### src/rtl/sadd_pkg.sv
package sadd_pkg;

    localparam int unsigned SADD_FRAC_W = 23;
    localparam int unsigned SADD_XTRA_W = 3;

    typedef enum logic {
        OP_ADD = 1'b0,
        OP_SUB = 1'b1
    } eff_op_e;

endpackage

### src/rtl/sadd_ripple.sv
module sadd_ripple #(
    parameter int unsigned W = 27
) (
    input  logic [W-1:0] a_i,
    input  logic [W-1:0] b_i,
    input  logic         cin_i,
    output logic [W-1:0] sum_o,
    output logic         cout_o
);

    logic [W:0] chain;

    assign chain[0] = cin_i;

    for (genvar i = 0; i < W; i++) begin : g_bit
        logic half;
        assign half         = a_i[i] ^ b_i[i];
        assign sum_o[i]     = half ^ chain[i];
        assign chain[i+1]   = (a_i[i] & b_i[i]) | (chain[i] & half);
    end

    assign cout_o = chain[W];

endmodule

### src/rtl/sadd_sign_res.sv
module sadd_sign_res
    import sadd_pkg::*;
(
    input  logic    sign_a_i,
    input  logic    sign_b_i,
    input  logic    op_sub_i,
    input  logic    a_ge_b_i,
    input  logic    b_ge_a_i,
    output eff_op_e op_kind_o,
    output logic    swap_o,
    output logic    sign_o
);

    logic is_sub;
    logic is_tie;

    assign is_sub    = sign_a_i ^ sign_b_i ^ op_sub_i;
    assign op_kind_o = is_sub ? OP_SUB : OP_ADD;
    assign is_tie    = a_ge_b_i & b_ge_a_i;
    assign swap_o    = is_sub & ~a_ge_b_i;

    assign sign_o = !is_sub ? sign_a_i :
                    is_tie  ? 1'b0     :
                    swap_o  ? ~sign_a_i : sign_a_i;

endmodule

### src/rtl/sadd_core.sv
module sadd_core
    import sadd_pkg::*;
#(
    parameter int unsigned FRAC_W = SADD_FRAC_W,
    parameter int unsigned XTRA_W = SADD_XTRA_W,
    localparam int unsigned SIG_W = 1 + FRAC_W + XTRA_W
) (
    input  logic             clk,
    input  logic             rst_n,
    input  logic             op_sub_i,
    input  logic             sign_a_i,
    input  logic             sign_b_i,
    input  logic [SIG_W-1:0] sig_a_i,
    input  logic [SIG_W-1:0] sig_b_i,
    output logic [SIG_W-1:0] sum_o,
    output logic             carry_o,
    output logic             sign_o,
    output logic             eff_sub_o
);

    typedef struct packed {
        logic [SIG_W-1:0] mag;
        logic             carry;
        logic             sign;
        logic             sub;
    } res_t;

    res_t res_d, res_q;

    eff_op_e          op_kind;
    logic             eff_sub;
    logic             swap;
    logic             sign_res;
    logic [SIG_W-1:0] b_path;
    logic [SIG_W-1:0] sum_ab, sum_ba;
    logic             cout_ab, cout_ba;

    assign eff_sub = (op_kind == OP_SUB);
    assign b_path  = eff_sub ? ~sig_b_i : sig_b_i;

    sadd_ripple #(.W(SIG_W)) u_add_ab (
        .a_i    (sig_a_i),
        .b_i    (b_path),
        .cin_i  (eff_sub),
        .sum_o  (sum_ab),
        .cout_o (cout_ab)
    );

    sadd_ripple #(.W(SIG_W)) u_sub_ba (
        .a_i    (sig_b_i),
        .b_i    (~sig_a_i),
        .cin_i  (1'b1),
        .sum_o  (sum_ba),
        .cout_o (cout_ba)
    );

    sadd_sign_res u_sign (
        .sign_a_i  (sign_a_i),
        .sign_b_i  (sign_b_i),
        .op_sub_i  (op_sub_i),
        .a_ge_b_i  (cout_ab),
        .b_ge_a_i  (cout_ba),
        .op_kind_o (op_kind),
        .swap_o    (swap),
        .sign_o    (sign_res)
    );

    always_comb begin
        res_d       = res_q;
        res_d.sub   = eff_sub;
        res_d.sign  = sign_res;
        res_d.mag   = swap ? sum_ba : sum_ab;
        res_d.carry = eff_sub ? 1'b0 : cout_ab;
    end

    always_ff @(posedge clk or negedge rst_n) begin
        if (!rst_n) begin
            res_q <= '0;
        end else begin
            res_q <= res_d;
        end
    end

    assign sum_o     = res_q.mag;
    assign carry_o   = res_q.carry;
    assign sign_o    = res_q.sign;
    assign eff_sub_o = res_q.sub;

endmodule

### config.mk
export PLATFORM = sky130hd
export DESIGN_NAME = sadd_core
export DESIGN_NICKNAME = d
export VERILOG_FILES = /design/src/rtl/sadd_pkg.sv /design/src/rtl/sadd_ripple.sv /design/src/rtl/sadd_sign_res.sv /design/src/rtl/sadd_core.sv
export SDC_FILE = /design/constraint.sdc
export NUM_CORES = 1
export LEC_CHECK = 0
export BUFFER_PORTS_ARGS = -buffer_cell sky130_fd_sc_hd__buf_2
export CORE_ASPECT_RATIO = 1.5
export CORE_MARGIN = 1.5
export CORE_UTILIZATION = 35
export DETAILED_ROUTE_END_ITERATION = 7
export SYNTH_ARGS = -nofsm -noshare
export SYNTH_HDL_FRONTEND = slang
export SYNTH_HIERARCHICAL = 1
export SYNTH_SLANG_ARGS = --single-unit
### constraint.sdc
create_clock -name clk -period 0.9 [get_ports clk]
set_clock_uncertainty 0.2 [all_clocks]
set_input_delay 0.27 -clock clk [delete_from_list [all_inputs] [get_ports clk]]
set_output_delay 0.27 -clock clk [all_outputs]
set_load 0.02 [all_outputs]
Word-level counts from Yosys, hierarchy flattened

Cells that the tools add are included.

Word-level logic and storage cells: 288
Register bits: 30
Input bits: 59

Multiplexer cells: 7
Bitwise logic cells: 277

Operator list:

| cell              | number |
|---|---|
| 1-bit bitwise AND | 109 |
| 1-bit bitwise XOR | 109 |
| 27-bit 2-to-1 mux | 2 |
| 27-bit inverter   | 2 |
| 1-bit OR          | 54 |
| 1-bit 2-to-1 mux  | 5 |
| 1-bit inverter    | 3 |

Depth between registers and ports, before layout

Depth after elaboration: 64
Mapped depth: 40
Depth with buffers taken out: 37

Cells and area by module

The synthesis kept the hierarchy.

Modules (own cells, without submodules):

| module        | cells each | times used | area an instance (um2) |
|---|---|---|---|
| sadd_core     | 119        | 1          | 1559.0 |
| sadd_ripple   | 37         | 2          | 578.1 |
| sadd_sign_res | 8          | 1          | 67.6 |

Worst setup path after synthesis

OpenSTA, ideal clock, no wires.

Path kind: input to register
Start: input sign_b_i
End: register res_q (netlist bit sum_o[10])
Slack: -11.221 ns
Arrival: 11.796 ns
Library setup time: 0.125 ns
Cell stages on the path: 40
Required time: 0.575 ns
Path through: xnor2_2 -> xnor2_1 -> buf_4 -> xor2_1 -> fa_1 -> fa_1 -> fa_1 -> fa_1 -> fa_1 -> fa_1 -> fa_1 -> fa_1 -> fa_1 -> fa_1 -> fa_1 -> fa_1 -> fa_1 -> fa_1 -> [4 not listed] -> fa_1 -> inv_1 -> fa_1 -> inv_1 -> fa_1 -> fa_1 -> fa_1 -> fa_1 -> fa_1 -> fa_1 -> inv_1 -> fa_1 -> inv_1 -> nor2b_1 -> mux2_4 -> buf_6 -> buf_12 -> mux2_4

RTL lines:

| element                | RTL line        | source |
|---|---|---|
| start: declaration     | sadd_core.sv:12 | `input logic sign_b_i,` |
| end signal: assignment | sadd_core.sv:80 | `res_q <= res_d;` |
| end: declaration       | sadd_core.sv:28 | `res_t res_d, res_q;` |

==> flow_summary.toml <==
[yosys]
synth_top_area_share_pct = 38.8
synth.top_cells.by_count = "fa_1, inv_1, dfrtp_1"
yosysSeqAreaShare_pct = 27.0
ys_ff_latch = 30
synth-edff-count = 0
synth_top_cell_by_area = "fa_1"
ys_types = 16
syn_avg_cell_area_um2 = 13.8
yosys-top-cells-area = "fa_1, dfrtp_1, mux2_4"
synthFlopType = "dfrtp_1"
async_flop_share_pct = 100
synth_area_um2 = 2780
synthCells = 201
synth_nets = 314
synth_warnings = 6
yosysMostFrequentCell = "fa_1"

[setup_path]
critPathMaxStageDelay_ns = 0.36
path_class = "in -> reg"
cp_max_fo = 10
cpMaxStageDelayCell = "fa_2"
cp.arrival_ns = 10.99
crit_required_ns = 0.86
end_kind = "flip-flop"
path_common_cell = "fa_2"
cp-start-kind = "input pin"
critical_path_depth = 40
worst_path_dominant_cell_family = "adder cells"
critPathBufInv = 7

[route]
drcViolationCount = 0
wl_per_cell_um = 13.6
totalWireLength_um = 5830
route.top_layer_used = "met4"
via_count = 1824
ant_nets = 0
first_pass_iters = 4
m1WireLength_um = 1770
met2_length_um = 3680
viasPerCell = 4.25
met3_wirelength_um = 213
drt_iter0_markers = 22

[pwr]
p_leak_nw = 2.02
peakVddDrop_uv = 988
power-per-cell-area_nw_per_um2 = 2330

[cts]
clkTransAtPathRegs_ns = 0.05
cts_made_buffers = 5
cts_tree = "yes"
cts.sinks = 30
cts_max_level = 2
cts_root_buf = "clkbuf_16"
clockBufferDepth = 2

[finish]
stdcell_area_um2 = 4170
design.final.nets = 439
drive_gt1_share_pct = 63.3
antenna_cells = 0
areaGrowthSynthToFinish_pct = 49.8

[timing]
slew_violations = 0
final-setup-viol-count = 60
post-route-min-period_ns = 11.03
rsz0062_at_grt = "yes"
hold_viol_final = 0
period_share_pct = 1230
setup_slack_ns = -10.13
fmax_mhz = 90.7
setup-tns-final_ns = -302.15

[floorplan]
die_x_um = 75.8
coreArea_um2 = 7660
die_y_um = 112
io_pins = 89
die_area_um2 = 8510
start_util_pct = 36.3
num_rows = 39

[global_route]
grt-ovfl-total = 0
grt_pass1_wl_um = 9320
grt_max_degree = 31
antenna_found_initial = 0
first_global_vias = 2094
track_usage_pct = 15.1

[flow_run]
drv_cap = 0

[min_path]
hp-class = "in -> reg"
hold_path_depth = 3

[place]
gp_congestion = 0.755
portBuffers = 88
hpwl_um = 4540
placed_area_um2 = 3640

[run_status]
status = "finished with violations"
violations = "negative setup slack"
what timing repair did:
| item | CTS | global route |
|---|---|---|
| gates cloned | 1 | 3 |
| hold endpoints to repair | 30 | 0 |
| endpoints found under the setup margin | 60 | 90 |
| pin swaps | 1 | 0 |
| hold buffers | 1 | 0 |
| buffers inserted | 4 | 0 |
| resized for setup | 80 | 9 |
worst paths after layout:
check                             from             endpoint  slack, ns
worst max-delay path          op_sub_i  sum_o[14]$_DFF_PN0_     -10.13
worst min-delay path       sig_b_i[25]  sum_o[25]$_DFF_PN0_       0.23
max in group asynchronous        rst_n  sum_o[14]$_DFF_PN0_       0.06
min in group asynchronous        rst_n  eff_sub_o$_DFF_PN0_       0.30
state kept, by name (all words and copies together) (netlist names):
register / count
carry_o: 1
eff_sub_o: 1
sum_o: 27
sign_o: 1
layer usage:
metal / GRT usage (%) / vias up
met4: 7.50 / 0
met5: 0 / -
met2: 29.2 / 48
met3: 3.05 / 10
met1: 13.9 / 939
li1: - / 827
cell type report:
class,instances,area (µm²)
inverter,47,176
sequential,30,751
clock inverter,1,5.00
clock buffer,7,143
fill,678,3490
multi-input combinational,118,1940
tap,102,128
timing repair buffer,124,1020
cells in the final DEF (no fill, tap or decap), types with 4 or more instances in the layout:
cell,n
buf_2,55
inv_1,43
fa_2,42
buf_6,36
dfrtp_1,30
mux2_4,28
xor2_1,26
buf_4,25
fa_1,12
clkbuf_16,7
buf_12,4
inv_2,4
metrics by stage:
stage                     power (mW)  std cells  util, %  setup slack [ns]  hold WS, ns
after CTS                       9.70        427     53.6            -10.13        0.227
after global placement          6.70        413     47.6            -10.31       0.0356
after floorplan                 5.40        201        -            -10.13       -0.226
after detailed placement        6.86        413     47.6            -10.41       0.0366
final                           9.69        429     54.4            -10.13        0.228
after global routing            10.4        429     54.4            -10.39        0.241
worst min-delay path, stage by stage:
cell    delay [ns]
buf_2         0.11
fa_1          0.16
mux2_4        0.13
kinds of logic after synthesis:
group | after synthesis | synth area share, %
adders and majority gates | 54 | 38.8
buffers and inverters | 53 | 9.26
DFF | 30 | 27.0
xor gates and xnor gates | 29 | 9.40
muxes | 28 | 14.2
and+or+nand+nor | 5 | 1.03
other | 1 | 0.135
AOI/OAI and AO/OA | 1 | 0.180
power breakdown:
| part | total [mW] | switching (mW) | internal [mW] | leakage [nW] |
|---|---|---|---|---|
| Clock | 1.68 | 0.584 | 1.09 | 0.0739 |
| Combinational | 5.70 | 2.46 | 3.24 | 1.59 |
| Sequential | 2.32 | 0.321 | 2.00 | 0.351 |
Power figures use the tool's default switching activity.
